### src/rtl/pgwalk_pkg.sv
// Package: shared types and constants of the two-level walker.
// Assumes entries keep their present flag in bit 0 at both levels.
package pgwalk_pkg;
    typedef enum logic [2:0] {
        WS_IDLE,
        WS_DIR_REQ,
        WS_DIR_WAIT,
        WS_TBL_REQ,
        WS_TBL_WAIT
    } walk_state_e;

    localparam int  PRES_BIT = 0;
    localparam logic LVL_DIR = 1'b0;
    localparam logic LVL_TBL = 1'b1;
endpackage

### src/rtl/pgwalk_basereg.sv
// Directory base register: holds the page-aligned frame of the active
// directory. Assumes the caller passes only the frame bits of the new base.
module pgwalk_basereg #(
    parameter int FRAME_W = 20
) (
    input  logic               clk,
    input  logic               rst_n,
    input  logic               ld,
    input  logic [FRAME_W-1:0] ld_frame,
    output logic [FRAME_W-1:0] frame
);
    // capture a new frame on each load strobe
    always_ff @(posedge clk) begin
        if (!rst_n)  frame <= '0;
        else if (ld) frame <= ld_frame;
    end
endmodule

### src/rtl/pgwalk_addrgen.sv
// Entry address former: joins a table frame with a scaled index to give the
// word address of a directory or table entry. Assumes 4-byte entries, so
// the index width plus two equals the page offset width.
module pgwalk_addrgen #(
    parameter int AW    = 32,
    parameter int OFF_W = 12
) (
    input  logic                   sel_tbl,
    input  logic [AW-OFF_W-1:0]    dir_frame,
    input  logic [AW-OFF_W-1:0]    tbl_frame,
    input  logic [OFF_W-3:0]       dir_idx,
    input  logic [OFF_W-3:0]       tbl_idx,
    output logic [AW-1:0]          ent_addr
);
    // choose the level and scale the index by the entry size
    always_comb begin
        if (sel_tbl) ent_addr = {tbl_frame, tbl_idx, 2'b00};
        else         ent_addr = {dir_frame, dir_idx, 2'b00};
    end
endmodule

### src/rtl/pgwalk_seq.sv
// Walk sequencer: accepts one request, issues the directory read and then
// the table read, checks the present flag of each entry and produces a
// one-cycle done or fault pulse. Assumes memory answers each read exactly
// once, at any latency.
module pgwalk_seq
    import pgwalk_pkg::*;
#(
    parameter int AW    = 32,
    parameter int OFF_W = 12
) (
    input  logic                clk,
    input  logic                rst_n,
    input  logic                req,
    input  logic [AW-1:0]       req_la,
    output logic                ack,
    output logic                busy,
    output logic                mem_rd,
    output logic                sel_tbl,
    input  logic                mem_rvalid,
    input  logic [AW-1:0]       mem_rdata,
    output logic [AW-1:0]       la_q,
    output logic [AW-OFF_W-1:0] tbl_frame_q,
    output logic                done,
    output logic [AW-1:0]       pa,
    output logic                fault,
    output logic                fault_lvl,
    output logic [AW-1:0]       fault_la
);
    walk_state_e state;
    logic        present;
    logic        unused_flag_bits;

    assign present          = mem_rdata[PRES_BIT];
    assign unused_flag_bits = ^mem_rdata[OFF_W-1:PRES_BIT+1];

    // handshake and read strobe decoded from the walk state
    always_comb begin
        ack     = req && (state == WS_IDLE);
        busy    = (state != WS_IDLE);
        mem_rd  = (state == WS_DIR_REQ) || (state == WS_TBL_REQ);
        sel_tbl = (state == WS_TBL_REQ);
    end

    // walk state, captured entry frame and result registers
    always_ff @(posedge clk) begin
        if (!rst_n) begin
            state       <= WS_IDLE;
            la_q        <= '0;
            tbl_frame_q <= '0;
            done        <= 1'b0;
            pa          <= '0;
            fault       <= 1'b0;
            fault_lvl   <= LVL_DIR;
            fault_la    <= '0;
        end else begin
            done  <= 1'b0;
            fault <= 1'b0;
            case (state)
                WS_IDLE: begin
                    if (req) begin
                        la_q  <= req_la;
                        state <= WS_DIR_REQ;
                    end
                end
                WS_DIR_REQ: state <= WS_DIR_WAIT;
                WS_DIR_WAIT: begin
                    if (mem_rvalid) begin
                        if (present) begin
                            tbl_frame_q <= mem_rdata[AW-1:OFF_W];
                            state       <= WS_TBL_REQ;
                        end else begin
                            fault     <= 1'b1;
                            fault_lvl <= LVL_DIR;
                            fault_la  <= la_q;
                            state     <= WS_IDLE;
                        end
                    end
                end
                WS_TBL_REQ: state <= WS_TBL_WAIT;
                WS_TBL_WAIT: begin
                    if (mem_rvalid) begin
                        if (present) begin
                            pa   <= {mem_rdata[AW-1:OFF_W], la_q[OFF_W-1:0]};
                            done <= 1'b1;
                        end else begin
                            fault     <= 1'b1;
                            fault_lvl <= LVL_TBL;
                            fault_la  <= la_q;
                        end
                        state <= WS_IDLE;
                    end
                end
                default: state <= WS_IDLE;
            endcase
        end
    end

    AST_ONE_OUTCOME: assert property (@(posedge clk) disable iff (!rst_n)
        !(done && fault));
    AST_DONE_PULSE: assert property (@(posedge clk) disable iff (!rst_n)
        done |=> !done);
    AST_FAULT_PULSE: assert property (@(posedge clk) disable iff (!rst_n)
        fault |=> !fault);
    AST_RD_ONESHOT: assert property (@(posedge clk) disable iff (!rst_n)
        mem_rd |=> !mem_rd);
    AST_NO_ACK_BUSY: assert property (@(posedge clk) disable iff (!rst_n)
        busy |-> !ack);
    AST_ACK_THEN_BUSY: assert property (@(posedge clk) disable iff (!rst_n)
        ack |=> busy);
    AST_DONE_OFFSET: assert property (@(posedge clk) disable iff (!rst_n)
        done |-> (pa[OFF_W-1:0] == la_q[OFF_W-1:0]));
    AST_RESULT_IDLE: assert property (@(posedge clk) disable iff (!rst_n)
        (done || fault) |-> !busy);
endmodule

### src/rtl/pgwalk_top.sv
// Two-level translation walker top: wires the base register, entry address
// former and walk sequencer to the request and memory ports. Assumes
// AW == OFF_W + 2*(OFF_W-2), i.e. two index fields of equal width.
module pgwalk_top #(
    parameter int AW    = 32,
    parameter int OFF_W = 12
) (
    input  logic          clk,
    input  logic          rst_n,
    input  logic          base_ld,
    input  logic [AW-1:0] base_val,
    input  logic          req,
    input  logic [AW-1:0] req_la,
    output logic          ack,
    output logic          busy,
    output logic          done,
    output logic [AW-1:0] pa,
    output logic          fault,
    output logic          fault_lvl,
    output logic [AW-1:0] fault_la,
    output logic          mem_rd,
    output logic [AW-1:0] mem_addr,
    input  logic          mem_rvalid,
    input  logic [AW-1:0] mem_rdata
);
    localparam int FRAME_W = AW - OFF_W;
    localparam int IDX_W   = OFF_W - 2;

    logic [FRAME_W-1:0] dir_frame;
    logic [FRAME_W-1:0] tbl_frame_q;
    logic [AW-1:0]      la_q;
    logic               sel_tbl;
    logic               unused_base_low;

    assign unused_base_low = ^base_val[OFF_W-1:0];

    pgwalk_basereg #(.FRAME_W(FRAME_W)) i_base (
        .clk      (clk),
        .rst_n    (rst_n),
        .ld       (base_ld),
        .ld_frame (base_val[AW-1:OFF_W]),
        .frame    (dir_frame)
    );

    pgwalk_addrgen #(.AW(AW), .OFF_W(OFF_W)) i_addr (
        .sel_tbl   (sel_tbl),
        .dir_frame (dir_frame),
        .tbl_frame (tbl_frame_q),
        .dir_idx   (la_q[AW-1 -: IDX_W]),
        .tbl_idx   (la_q[OFF_W +: IDX_W]),
        .ent_addr  (mem_addr)
    );

    pgwalk_seq #(.AW(AW), .OFF_W(OFF_W)) i_seq (
        .clk         (clk),
        .rst_n       (rst_n),
        .req         (req),
        .req_la      (req_la),
        .ack         (ack),
        .busy        (busy),
        .mem_rd      (mem_rd),
        .sel_tbl     (sel_tbl),
        .mem_rvalid  (mem_rvalid),
        .mem_rdata   (mem_rdata),
        .la_q        (la_q),
        .tbl_frame_q (tbl_frame_q),
        .done        (done),
        .pa          (pa),
        .fault       (fault),
        .fault_lvl   (fault_lvl),
        .fault_la    (fault_la)
    );

    AST_RD_ALIGNED: assert property (@(posedge clk) disable iff (!rst_n)
        mem_rd |-> (mem_addr[1:0] == 2'b00));
    AST_RD_ONLY_BUSY: assert property (@(posedge clk) disable iff (!rst_n)
        mem_rd |-> busy);
endmodule

### config.mk
export PLATFORM = sky130hd
export DESIGN_NAME = pgwalk_top
export DESIGN_NICKNAME = d
export VERILOG_FILES = /design/src/rtl/pgwalk_pkg.sv /design/src/rtl/pgwalk_basereg.sv /design/src/rtl/pgwalk_addrgen.sv /design/src/rtl/pgwalk_seq.sv /design/src/rtl/pgwalk_top.sv
export SDC_FILE = /design/constraint.sdc
export NUM_CORES = 1
export LEC_CHECK = 0
export BUFFER_PORTS_ARGS = -buffer_cell sky130_fd_sc_hd__buf_2
export CORE_MARGIN = 2
export CORE_UTILIZATION = 50
export DETAILED_ROUTE_END_ITERATION = 10
export HOLD_SLACK_MARGIN = 0.05
export MAX_ROUTING_LAYER = met4
export PLACE_DENSITY_LB_ADDON = 0.12
export SLEW_MARGIN = 20
export SYNTH_ARGS = -nofsm -noshare
export SYNTH_HDL_FRONTEND = slang
export SYNTH_SLANG_ARGS = --single-unit
### constraint.sdc
create_clock -name clk -period 1.81 [get_ports clk]
set_input_delay 0.0905 -clock clk [delete_from_list [all_inputs] [get_ports clk]]
set_output_delay 0.0905 -clock clk [all_outputs]
set_load 0.02 [all_outputs]
Word-level counts from Yosys, hierarchy flattened

Cells that the tools add are included.
W data, S select, Z words.

Input port bits: 101
Output and inout port bits: 102
Register bits: 142
Logic and storage cells: 46

Equality and inequality tests: 9
Bitwise operators: 1
Reduce and logical (&&, ||, !) cells: 14
Muxes and demuxes: 13

Operator list:

| kind                 | count |
|---|---|
| $mux W32             | 1 |
| $reduce_and A3 Y1    | 6 |
| $pmux W3 S5          | 1 |
| $ne A2 B2 Y1 const B | 5 |
| $mux W3              | 3 |
| $eq A3 B2 Y1 const B | 2 |
| $mux W1              | 6 |
| $reduce_and A5 Y1    | 1 |
| $eq A3 B1 Y1 const B | 1 |
| $eq A3 B3 Y1 const B | 1 |
| $logic_not A3 Y1     | 1 |
| $reduce_bool A3 Y1   | 1 |
| $mux W2              | 1 |
| $pmux W1 S2          | 1 |
| $reduce_and A2 Y1    | 1 |
| $reduce_bool A2 Y1   | 1 |
| $reduce_or A2 Y1     | 1 |
| $logic_and A1 B1 Y1  | 1 |
| $logic_or A1 B1 Y1   | 1 |
| $not A1 Y1           | 1 |

Depth between registers and ports, before layout

Depth in word-level cells: 3
Depth in mapped cells: 7
Depth with buffers taken out: 4

Modules after synthesis

From an unflattened synthesis, not the netlist that was laid out.

Cell total of the unflattened synthesis: 603
Area, all modules: 5935.7 sq um

Modules (own cells, without submodules):

| module         | times used | area an instance (sq um) | seq. area each (sq um) | cells an instance |
|---|---|---|---|---|
| pgwalk_seq     | 1          | 4677.0                   | 2442.3                 | 503 |
| pgwalk_basereg | 1          | 755.7                    | 400.4                  | 64 |
| pgwalk_addrgen | 1          | 503.0                    | 0.0                    | 36 |

Worst setup path before layout

OpenSTA, ideal clock, no wires.

Path kind: register to output
Start point: register i_seq.state[0]
End point: output mem_addr[10]
Path slack: 0.216 ns
Stages on the path, launching flop included: 6
Buffers on the path: 2
Required time: 1.719 ns
Data arrival time: 1.503 ns
Path through: dfxtp_1 buf_6 nor2b_1 nand2_1 buf_2 mux2_2

Longest elaborated chain between the ends: 2

Ends and longest elaborated chain:

| item                     | RTL line             | text |
|---|---|---|
| start: declaration       | pgwalk_seq.sv:29     | `walk_state_e state;` |
| start signal: assignment | pgwalk_seq.sv:47     | `state <= WS_IDLE;` |
| start signal: assignment | pgwalk_seq.sv:62     | `state <= WS_DIR_REQ;` |
| start signal: assignment | pgwalk_seq.sv:65     | `WS_DIR_REQ: state <= WS_DIR_WAIT;` |
| $eq A3 B2 Y1             | pgwalk_seq.sv:41     | `sel_tbl = (state == WS_TBL_REQ);` |
| $mux W32                 | pgwalk_addrgen.sv:17 | `if (sel_tbl) ent_addr = {tbl_frame, tbl_idx, 2'b00};` |
| end: declaration         | pgwalk_top.sv:22     | `output logic [AW-1:0] mem_addr,` |

No other way between the ends.

Final worst setup path

Start point: register i_seq.state[0]
End point: output mem_addr[8]

The elaborated chain is that of the path after synthesis.

==> key figures <==
Timing
  • Fin. max-slew vios: 0
  • RSZ-0062 raised after global routing: yes
  • Worst Skew: 0.00357 ns
  • FMAX: 0.560 GHz
  • # setup viols final: 0
  • Slew headroom: 55.1%
  • Tcrit/Tclk final: between 90% and 100%
  • Hold Vio Cnt, Final: 0
  • Actual transition at the worst max-transition pin: 0.673 ns
  • Hold_ws: 0.0851 ns
  • Final Critical Period: 1.79 ns

Clock network
  • Root Driver: clkbuf_16
  • TritonCTS clock tree: built
  • Clock Pin Slew Worst Setup and Hold Paths: 0.05 ns
  • Clock Tree Buf Depth: 2
  • Clock Sinks: ~140
  • H-tree levels: 4
  • Worst-skew pair later-pin latency: 0.41 ns
  • CTS buffer count: 17

Route
  • First-pass iteration count of the detailed router: 5
  • Via/cell ratio: 4.97
  • Post-route ant nets: 0
  • DRT iter0 DRCs: 259
  • Vias: approximately 5000
  • DR DRC count: 0
  • Drt total wl: 15.5 mm
  • Wire length per cell: 15.4 um

Floorplan
  • IO Pins: 203
  • Row cnt: 39
  • Die Span X: 113 um
  • Full die area: 12700 um^2
  • Core ar.: 11500 um^2
  • Initial Utilization: 51.5%
  • Die height: 113 um

Synth
  • Ys async rst share: 0%
  • Dominant synthesized flop cell: dfxtp_1
  • Post-synthesis cell count: 603
  • Number of synthesized flops with an enable pin: 0
  • Synth warn: 0
  • Synth cell types: 30
  • #FFs+latches synth: 142
  • Syn avg cell area: 9.79 um^2
  • Synthesized area: roughly 5900 um^2
  • Post-synthesis sequential area ratio: 48.1%

Placed design
  • DP HPWL: 8.88 mm
  • Final GP Congestion: 0.758
  • Dpl cell area: 6860 um^2
  • PortBufs: 177

Global routing
  • First-pass GRT wire length: 24.2 mm
  • Total track usage: 24.4%
  • Initial antenna violation count: 0
  • Largest net degree at the start of global routing: 96
  • Vias in the first global route: roughly 5200
  • GR Overflow Total: 0

Final layout
  • Leading cell type in the layout, fill and taps excluded: nand2_1
  • Most frequent cells in the layout: nand2_1, buf_2, dfxtp_1
  • ANT cells: 0
  • Post-layout utilization of the core: 74.8%
  • Finished layout cell area: 8580 um^2
  • Layout cells sized above 1: 34.3%
  • # nets final: 950
  • Layout area overhead: 45.3%

Pwr
  • Leakage: approximately 3.8 nW
  • Worst vdd ir: around 760 uV
  • Cell Pwr Density: 885 nW/um^2

Worst setup path
  • CP required: 1.72 ns
  • Worst path arrival time: 1.70 ns
  • Critical path type: reg -> out
  • Worst Setup End Kind: primary output
  • Highest net fanout along the worst path: 6
  • CP Launch Type: flip-flop

Worst hold path
  • Worst Hold Class: in -> reg

Run
  • Max Cap Violations: 0

Outcome
  • Outcome: finished clean
sequential cells by signal, indices dropped and copies added (netlist names):
signal             count
i_seq.pa              32
i_base.frame          20
i_seq.fault_lvl        1
i_seq.la_q            32
i_seq.state            3
i_seq.done             1
i_seq.fault_la        32
i_seq.fault            1
i_seq.tbl_frame_q     20
cell type report:
class / count / area, um^2
Fill cell: 791 / 2890
Sequential cell: 142 / 2850
Multi-Input combinational cell: 415 / 2830
Timing Repair Buffer: 270 / 2100
Clock buffer: 27 / 543
Tap cell: 143 / 179
Clock inverter: 5 / 50.0
Inverter: 2 / 20.0
Timing Repair inverter: 1 / 8.76
cell families (layout without fill, tap and decap cells):
| group | after synthesis | in the layout | share of synthesized area [%] |
|---|---|---|---|
| AND/OR/NAND/NOR | 240 | 240 | 17.2 |
| XOR/XNOR | 1 | 1 | 0.148 |
| flip-flops | 142 | 142 | 48.1 |
| other | 1 | 2 | 0.0635 |
| buffers and inverters | 47 | 305 | 4.56 |
| AO/OA/AOI/OAI | 38 | 38 | 6.55 |
| multiplexers | 134 | 134 | 23.3 |
repair_timing:
item	4_1_cts	5_1_grt
buffers inserted	1	5
resized for setup	11	66
hold buffers	73	0
pin swaps	1	1
setup endpoints to repair	31	31
endpoints found under the hold margin	93	0
cloned	2	3
power by group:
part           internal [mW]  switching (mW)
Combinational          0.464           0.447
Sequential              3.22          0.0600
Clock                   2.18            1.23
Total                   5.86            1.74
critical path, cell delays in order (launching register included):
cell       delay [ns]
dfxtp_4          0.35
nor2b_4          0.20
nand2_8          0.12
clkbuf_16        0.19
mux2_2           0.28
buf_6            0.13
metal layers:
metal,GRT usage [%],vias up,part of all wire (%)
met5,-,-,0
met4,8.46,0,2.0
met3,5.13,28,4.6
met2,43.0,150,51
met1,27.5,2338,43
li1,-,2475,-
final timing paths:
| kind | startpoint | end | slack (ns) | cells after the start |
|---|---|---|---|---|
| worst max register to register | i_seq.state[1]$_SDFFE_PN0P_ | i_seq.la_q[19]$_SDFFE_PN0P_ | 0.06 | 5 |
| worst min-delay path | req | i_seq.state[0]$_SDFFE_PN0P_ | 0.09 | 4 |
| worst max-delay path | i_seq.state[0]$_SDFFE_PN0P_ | mem_addr[8] | 0.02 | 5 |
| worst min register to register | i_seq.pa[12]$_SDFFE_PN0P_ | i_seq.pa[12]$_SDFFE_PN0P_ | 0.45 | 2 |
Yosys cell counts (2+ instances only):
master / n / area share [%]
mux2_2: 30 / 5.7
clkbuf_1: 18 / 1.1
nor2b_1: 23 / 2.4
nand2_1: 203 / 13
buf_6: 8 / 1.5
buf_2: 10 / 0.85
dfxtp_1: 142 / 48
mux2i_1: 104 / 18
o21ai_0: 2 / 0.17
nand2b_1: 3 / 0.32
a21boi_0: 5 / 0.64
a21boi_2: 29 / 5.5
and2_1: 2 / 0.21
buf_4: 4 / 0.51
buf_1: 5 / 0.32
through the flow:
stage | std cells | TNS [ns] | total power [mW] | worst slack (ns)
after floorplan | 604 | 0 | 3.81 | 0.216
after global placement | 889 | 0 | 3.99 | 0.277
after detailed placement | 889 | 0 | 4.01 | 0.258
after CTS | 997 | 0 | 7.56 | 0.0000959
after global routing | 1005 | -0.685 | 7.87 | -0.0392
final | 1005 | 0 | 7.60 | 0.0236
Note: power is estimated with default switching activity, not from simulation.
